## src/rtl/trap_seq_pkg.sv

```systemverilog
package trap_seq_pkg;
   typedef enum logic [2:0] {
      ST_IDLE,
      ST_SAVE_LINK,
      ST_READ_VEC,
      ST_WAIT_MEM,
      ST_LOAD_PC
   } seq_state_e;
endpackage

```

## src/rtl/trap_seq_fsm.sv

```systemverilog
module trap_seq_fsm
   import trap_seq_pkg::*;
(
   input  logic clk,
   input  logic rst_n,
   input  logic trap_req,
   input  logic ret_req,
   input  logic mem_ack,
   output logic accept_trap,
   output logic accept_ret,
   output logic take_ack,
   output logic link_we,
   output logic vec_req,
   output logic pc_load,
   output logic busy
);
   seq_state_e state_q, state_d;

   assign accept_trap = (state_q == ST_IDLE) && trap_req;
   assign accept_ret  = (state_q == ST_IDLE) && !trap_req && ret_req;
   assign take_ack    = (state_q == ST_WAIT_MEM) && mem_ack;

   always_comb begin
      state_d = state_q;
      unique case (state_q)
         ST_IDLE: begin
            if (accept_trap)     state_d = ST_SAVE_LINK;
            else if (accept_ret) state_d = ST_LOAD_PC;
         end
         ST_SAVE_LINK: state_d = ST_READ_VEC;
         ST_READ_VEC:  state_d = ST_WAIT_MEM;
         ST_WAIT_MEM:  if (mem_ack) state_d = ST_LOAD_PC;
         ST_LOAD_PC:   state_d = ST_IDLE;
         default:      state_d = ST_IDLE;
      endcase
   end

   always_ff @(posedge clk) begin
      if (!rst_n) state_q <= ST_IDLE;
      else        state_q <= state_d;
   end

   assign link_we = (state_q == ST_SAVE_LINK);
   assign vec_req = (state_q == ST_READ_VEC);
   assign pc_load = (state_q == ST_LOAD_PC);
   assign busy    = (state_q != ST_IDLE);

   a_r1_idle_quiet: assert property (@(posedge clk) disable iff (!rst_n)
      !busy |-> (!link_we && !vec_req && !pc_load));
   a_r2_link_then_read: assert property (@(posedge clk) disable iff (!rst_n)
      link_we |=> vec_req);
   a_r3_req_single: assert property (@(posedge clk) disable iff (!rst_n)
      vec_req |=> !vec_req);
   a_r6_load_while_busy: assert property (@(posedge clk) disable iff (!rst_n)
      pc_load |-> busy);
   a_r6_release_after_load: assert property (@(posedge clk) disable iff (!rst_n)
      pc_load |=> !busy);
   a_r7_hold_busy: assert property (@(posedge clk) disable iff (!rst_n)
      (busy && !pc_load) |=> busy);
   a_r9_load_single: assert property (@(posedge clk) disable iff (!rst_n)
      pc_load |=> !pc_load);
endmodule

```

## src/rtl/trap_seq_vecaddr.sv

```systemverilog
module trap_seq_vecaddr #(
   parameter int unsigned ADDR_W     = 16,
   parameter int unsigned VEC_W      = 8,
   parameter int unsigned TABLE_BASE = 0
) (
   input  logic [VEC_W-1:0]  vec,
   output logic [ADDR_W-1:0] entry_addr
);
   localparam int unsigned PAD_W = ADDR_W - VEC_W;

   generate
      if (VEC_W >= ADDR_W) begin : g_bad_width
         $error("vector must be narrower than the address");
      end
      if (TABLE_BASE == 0) begin : g_zero_base
         assign entry_addr = {{PAD_W{1'b0}}, vec};
      end else begin : g_offset_base
         if ((TABLE_BASE % (1 << VEC_W)) != 0) begin : g_bad_base
            $error("table base must be aligned to the table size");
         end
         assign entry_addr = ADDR_W'(TABLE_BASE) | {{PAD_W{1'b0}}, vec};
      end
   endgenerate
endmodule

```

## src/rtl/trap_seq_hold.sv

```systemverilog
module trap_seq_hold #(
   parameter int unsigned ADDR_W = 16,
   parameter int unsigned VEC_W  = 8
) (
   input  logic              clk,
   input  logic              rst_n,
   input  logic              accept_trap,
   input  logic              accept_ret,
   input  logic              take_ack,
   input  logic [ADDR_W-1:0] pc_in,
   input  logic [VEC_W-1:0]  vec_in,
   input  logic [ADDR_W-1:0] link_in,
   input  logic [ADDR_W-1:0] mem_data,
   output logic [ADDR_W-1:0] saved_pc,
   output logic [VEC_W-1:0]  saved_vec,
   output logic [ADDR_W-1:0] target
);
   always_ff @(posedge clk) begin
      if (!rst_n) begin
         saved_pc  <= '0;
         saved_vec <= '0;
         target    <= '0;
      end else begin
         if (accept_trap) begin
            saved_pc  <= pc_in;
            saved_vec <= vec_in;
         end
         if (accept_ret)    target <= link_in;
         else if (take_ack) target <= mem_data;
      end
   end
endmodule

```

## src/rtl/trap_seq.sv

```systemverilog
module trap_seq #(
   parameter int unsigned ADDR_W     = 16,
   parameter int unsigned VEC_W      = 8,
   parameter int unsigned REG_IDX_W  = 3,
   parameter int unsigned LINK_REG   = 7,
   parameter int unsigned TABLE_BASE = 0
) (
   input  logic                 clk,
   input  logic                 rst_n,
   input  logic                 trap_req,
   input  logic                 ret_req,
   input  logic [VEC_W-1:0]     trap_vec,
   input  logic [ADDR_W-1:0]    pc_cur,
   output logic                 rf_we,
   output logic [REG_IDX_W-1:0] rf_waddr,
   output logic [ADDR_W-1:0]    rf_wdata,
   output logic [REG_IDX_W-1:0] rf_raddr,
   input  logic [ADDR_W-1:0]    rf_rdata,
   output logic                 mem_req,
   output logic [ADDR_W-1:0]    mem_addr,
   input  logic                 mem_ack,
   input  logic [ADDR_W-1:0]    mem_rdata,
   output logic                 pc_we,
   output logic [ADDR_W-1:0]    pc_wdata,
   output logic                 busy
);
   localparam logic [REG_IDX_W-1:0] LINK_IDX = REG_IDX_W'(LINK_REG);

   generate
      if (LINK_REG >= (1 << REG_IDX_W)) begin : g_bad_link
         $error("link register index out of range");
      end
   endgenerate

   logic accept_trap, accept_ret, take_ack;
   logic [ADDR_W-1:0] saved_pc, target;
   logic [VEC_W-1:0]  saved_vec;

   trap_seq_fsm u_fsm (
      .clk(clk), .rst_n(rst_n), .trap_req(trap_req), .ret_req(ret_req),
      .mem_ack(mem_ack), .accept_trap(accept_trap), .accept_ret(accept_ret),
      .take_ack(take_ack), .link_we(rf_we), .vec_req(mem_req),
      .pc_load(pc_we), .busy(busy)
   );

   trap_seq_hold #(.ADDR_W(ADDR_W), .VEC_W(VEC_W)) u_hold (
      .clk(clk), .rst_n(rst_n), .accept_trap(accept_trap),
      .accept_ret(accept_ret), .take_ack(take_ack), .pc_in(pc_cur),
      .vec_in(trap_vec), .link_in(rf_rdata), .mem_data(mem_rdata),
      .saved_pc(saved_pc), .saved_vec(saved_vec), .target(target)
   );

   trap_seq_vecaddr #(.ADDR_W(ADDR_W), .VEC_W(VEC_W), .TABLE_BASE(TABLE_BASE)) u_addr (
      .vec(saved_vec), .entry_addr(mem_addr)
   );

   assign rf_waddr = LINK_IDX;
   assign rf_raddr = LINK_IDX;
   assign rf_wdata = saved_pc;
   assign pc_wdata = target;

   a_r2_link_index: assert property (@(posedge clk) disable iff (!rst_n)
      rf_we |-> (rf_waddr == LINK_IDX));
   a_r2_pc_captured: assert property (@(posedge clk) disable iff (!rst_n)
      (!busy && trap_req) |=> (rf_we && rf_wdata == $past(pc_cur)));
   a_r3_addr_in_table: assert property (@(posedge clk) disable iff (!rst_n)
      mem_req |-> ((mem_addr >> VEC_W) == (ADDR_W'(TABLE_BASE) >> VEC_W)));
   a_r4_ack_to_pc: assert property (@(posedge clk) disable iff (!rst_n)
      (busy && !mem_req && !rf_we && !pc_we && mem_ack)
      |=> (pc_we && pc_wdata == $past(mem_rdata)));
   a_r5_ret_to_pc: assert property (@(posedge clk) disable iff (!rst_n)
      (!busy && !trap_req && ret_req) |=> (pc_we && pc_wdata == $past(rf_rdata)));
   a_r7_stable_link: assert property (@(posedge clk) disable iff (!rst_n)
      (busy && !pc_we) |=> $stable(rf_wdata));
endmodule

```

## config.mk

```make
export PLATFORM = sky130hd
export DESIGN_NAME = trap_seq
export DESIGN_NICKNAME = d
export VERILOG_FILES = /design/src/rtl/trap_seq_pkg.sv /design/src/rtl/trap_seq_fsm.sv /design/src/rtl/trap_seq_vecaddr.sv /design/src/rtl/trap_seq_hold.sv /design/src/rtl/trap_seq.sv
export SDC_FILE = /design/constraint.sdc
export NUM_CORES = 1
export LEC_CHECK = 0
export ABC_AREA = 1
export BUFFER_PORTS_ARGS = -buffer_cell sky130_fd_sc_hd__buf_2
export CAP_MARGIN = 20
export CORE_MARGIN = 2
export CORE_UTILIZATION = 47
export CTS_BUF_LIST = sky130_fd_sc_hd__clkbuf_4 sky130_fd_sc_hd__clkbuf_8 sky130_fd_sc_hd__clkbuf_16
export DETAILED_ROUTE_END_ITERATION = 12
export PLACE_DENSITY = 0.95
export SYNTH_ARGS = -nofsm -noshare
export SYNTH_HDL_FRONTEND = slang
export SYNTH_SLANG_ARGS = --single-unit
```

## constraint.sdc

```tcl
create_clock -name clk -period 1.8 [get_ports clk]
set_input_delay 0.27 -clock clk [delete_from_list [all_inputs] [get_ports clk]]
set_output_delay 0.27 -clock clk [all_outputs]
set_load 0.1 [all_outputs]
```

==> metrics.log <==
[metrics] RSZ-0062 raised after global routing: false
[metrics] Gates resized, CTS repair: 0
[metrics] number of cell rows: 23
[metrics] worst setup path category: reg2out
[metrics] fin crit share: 92.6%
[metrics] Layout Cell Area excl Fill: 2590 µm²
[metrics] final weighted congestion in routability-driven placement: 0.807
[metrics] share of post-route cells with drive strength above 1: 32.8%
[metrics] DRC violation count after routing: 0
[metrics] Tightest Hold Check Type: in2reg
[metrics] latest clock arrival within the worst-skew pair: 0.28 ns
[metrics] IR Drop Worst-Case VDD: 0.709 mV
[metrics] antenna cell count: 0
[metrics] count of final setup violators: 0
[metrics] reg2reg end: u_hold.saved_pc[0]$_SDFFE_PN0P_
[metrics] buffer type at the clock tree root: sky130_fd_sc_hd__clkbuf_8
[metrics] total count of max-transition violations in the final report: 0
[metrics] 1st-iter DRT viols: 36
[metrics] maximum clock skew at final layout: 0.00511 ns
[metrics] status: finished, final reports clean
[metrics] leakage: 1.39 nW
[metrics] TritonCTS buffer count: 5
[metrics] Clock Tree Buf Depth: 2
[metrics] # clock sinks: 43
[metrics] number of I/O port buffers: 104
[metrics] part of the power in combinational logic: between 40% and 50%
[metrics] Reg clk slew, reported paths: 0.08 ns
[metrics] synthesized instance count: about 280
[metrics] number of global-route vias before repair: 1916
[metrics] worst reg2reg path startpoint: u_fsm.state_q[1]$_SDFFE_PN0P_
[metrics] total routing usage reported by global routing: 19.7%
[metrics] Post-DRT Antenna Nets: 0
[metrics] number of synthesized register bits: 43
[metrics] placed instance area: ~2500 µm²
[metrics] number of vias per cell after detailed routing: approximately 4.7
[metrics] total length of routed wires: between 4000 and 5000 µm
[metrics] kind of capture point of the worst setup path: output pin
[metrics] FILL cells: 351
[metrics] power density normalized to cell area: 1270 nW/µm²
[metrics] maximum fanout along the worst path: 3
[metrics] critical path launch point type: flop
[metrics] overall die height: 69.5 µm
[metrics] number of top-level design ports: approximately 120
[metrics] internal power summed over all cells: 1.62 mW
[metrics] post-synthesis instance area: 2020 µm²
[metrics] Die Outline Area: 4830 µm²
[metrics] Reg2Reg Setup Slack: 0.38 ns
[metrics] sequential-to-total area share from yosys stat: a little over two fifths
[metrics] area delta synth->final: 28.3%
[metrics] Hold Path Origin: trap_vec[1]
[metrics] most used cells in the layout excluding fill and tap cells: sky130_fd_sc_hd__buf_2, sky130_fd_sc_hd__nand2_1, sky130_fd_sc_hd__inv_1, sky130_fd_sc_hd__dfxtp_1, sky130_fd_sc_hd__a21oi_1
[metrics] total number of H-tree levels: 2
[metrics] end point of the most critical hold path: u_hold.saved_vec[1]$_SDFFE_PN0P_
[metrics] remaining max-slew budget at the tightest pin: 65.2%
[metrics] detailed-route wire length per cell: 10.9 µm
[metrics] cell depth of the worst hold path: 3
[metrics] final HPWL from detailed placement: 3510 µm
[metrics] number of buffers added to fix hold violations after cts: 0
[metrics] vias after detailed routing: about 2000
[metrics] Worst Reg2Reg Path Length in Cells: 5
[metrics] total net switching power: roughly 1.7 mW
[metrics] part of the total power dissipated in the clock network: 18.2%
[metrics] fraction of power consumed by sequential logic: 34.6%
[metrics] initial antenna violation count: 0
[metrics] endpoints failing hold: 0
[metrics] wire length of the first global-routing pass: 7850 µm
[metrics] post-CTS setup buffers: 0
[metrics] Period minus WS final: 1.67 ns
[metrics] transition at the pin with the smallest max-transition slack: 0.518 ns
[metrics] area taken by multi-input logic gates: about 840 µm²
[metrics] most common cell after layout, fill and taps aside: sky130_fd_sc_hd__buf_2
[metrics] clock tree from TritonCTS: yes
[metrics] CP required: about 1.5 ns
[metrics] Yosys Warn Count: 0
[metrics] unique cell type count in the Yosys netlist: 19
[metrics] # nets final: 441
[metrics] Total Negative Setup Slacks: 0 ns
[metrics] Congestion Overflow GR: 0
[metrics] 1st-pass router iterations: 4
[metrics] footprint of the flip-flops and latches: approximately 860 µm²
[metrics] Switching Fraction: 50.9%
[metrics] die width: 69.5 µm
[metrics] largest net degree at the start of global routing: 50
[metrics] Core Footprint: 4060 µm²
[metrics] number of max-cap violations: 0
[metrics] mean cell area of the mapped netlist: 7.13 µm²
[metrics] arrival time at the worst endpoint: about 1.4 ns
[metrics] Fmax: between 600 and 700 MHz
[metrics] Initial Util: 49.7%
==> registers in the layout, indices dropped and copies added (netlist names) <==
name / count
u_fsm.state_q: 3
u_hold.target: 16
u_hold.saved_vec: 8
u_hold.saved_pc: 16
==> worst max-delay path by stage <==
stage | startpoint | to | slack [ns] | cells after the start
finish | u_fsm.state_q[2]$_SDFFE_PN0P_ | pc_we | 0.13 | 3
global route | u_fsm.state_q[2]$_SDFFE_PN0P_ | pc_we | 0.04 | 3
CTS | u_fsm.state_q[2]$_SDFFE_PN0P_ | mem_req | 0.05 | 4
detailed placement | rst_n | u_fsm.state_q[1]$_SDFFE_PN0P_ | 0.30 | 3
global placement | rst_n | u_fsm.state_q[1]$_SDFFE_PN0P_ | 0.35 | 3
floorplan | u_fsm.state_q[2]$_SDFFE_PN0P_ | pc_we | 0.27 | 2
==> synth_stat cells <==
master / n / area, µm²
sky130_fd_sc_hd__a21oi_1: 40 / 200
sky130_fd_sc_hd__a21oi_2: 1 / 8.76
sky130_fd_sc_hd__a31oi_1: 2 / 12.5
sky130_fd_sc_hd__buf_2: 6 / 30.0
sky130_fd_sc_hd__buf_4: 17 / 128
sky130_fd_sc_hd__buf_6: 1 / 11.3
sky130_fd_sc_hd__clkbuf_1: 6 / 22.5
sky130_fd_sc_hd__clkinv_1: 1 / 3.75
sky130_fd_sc_hd__conb_1: 2 / 7.51
sky130_fd_sc_hd__dfxtp_1: 43 / 861
sky130_fd_sc_hd__inv_1: 47 / 176
sky130_fd_sc_hd__nand2_1: 51 / 191
sky130_fd_sc_hd__nand2_2: 2 / 12.5
sky130_fd_sc_hd__nand3_1: 34 / 170
sky130_fd_sc_hd__nand3_2: 1 / 10.0
sky130_fd_sc_hd__nand4_2: 1 / 12.5
sky130_fd_sc_hd__nor2_4: 3 / 33.8
sky130_fd_sc_hd__nor3_1: 1 / 5.00
sky130_fd_sc_hd__o21ai_0: 24 / 120
==> cells by family (layout without fill, tap and decap cells) <==
| family | after synthesis | in the layout | synth area share, % |
|---|---|---|---|
| flip-flops | 43 | 43 | 42.7 |
| other | 2 | 14 | 0.372 |
| AO/OA/AOI/OAI | 67 | 67 | 16.9 |
| buffers and inverters | 78 | 164 | 18.4 |
| AND/OR/NAND/NOR | 93 | 93 | 21.6 |
==> power groups by stage <==
stage | clock, mW | sequential [mW] | combinational, mW
after CTS | 0.627 | 1.14 | 1.56
after global placement | 0 | 1.16 | 1.55
final | 0.599 | 1.14 | 1.56
after floorplan | 0 | 1.96 | 0.548
after global routing | 0.668 | 1.15 | 1.64
after detailed placement | 0 | 1.16 | 1.56
==> metal layers <==
layer	up-vias	GRT usage, %	share of wire (%)
met5	-	0	0
met2	89	36.2	49
met3	4	6.98	8.8
li1	1055	-	-
met1	884	21.0	41
met4	0	5.66	0.64
==> layout make-up <==
type | instances | area share (%)
inverter | 48 | 6.96
sequential | 43 | 33.3
tap | 50 | 2.42
timing repair buffer | 108 | 21.5
multi-input combinational | 174 | 32.5
clock inverter | 1 | 0.193
clock buffer | 7 | 3.24
==> metrics by stage <==
step                      instances  hold WS (ns)  worst slack (ns)  utilization [%]  power, mW
final                           431         0.264             0.134             63.8       3.30
after global routing            431         0.270            0.0397             63.8       3.46
after CTS                       431         0.255            0.0454             63.7       3.33
after detailed placement        423         0.432             0.297             61.5       2.72
after global placement          423         0.429             0.349             61.5       2.70
after floorplan                 295         0.408             0.265                -       2.51
==> critical path, cell delays in order, from the launching register on <==
cell                      delay, ns
sky130_fd_sc_hd__dfxtp_1       0.44
sky130_fd_sc_hd__inv_1         0.12
sky130_fd_sc_hd__nor3_4        0.11
sky130_fd_sc_hd__buf_2         0.44
Power figures use the tool's default switching activity.
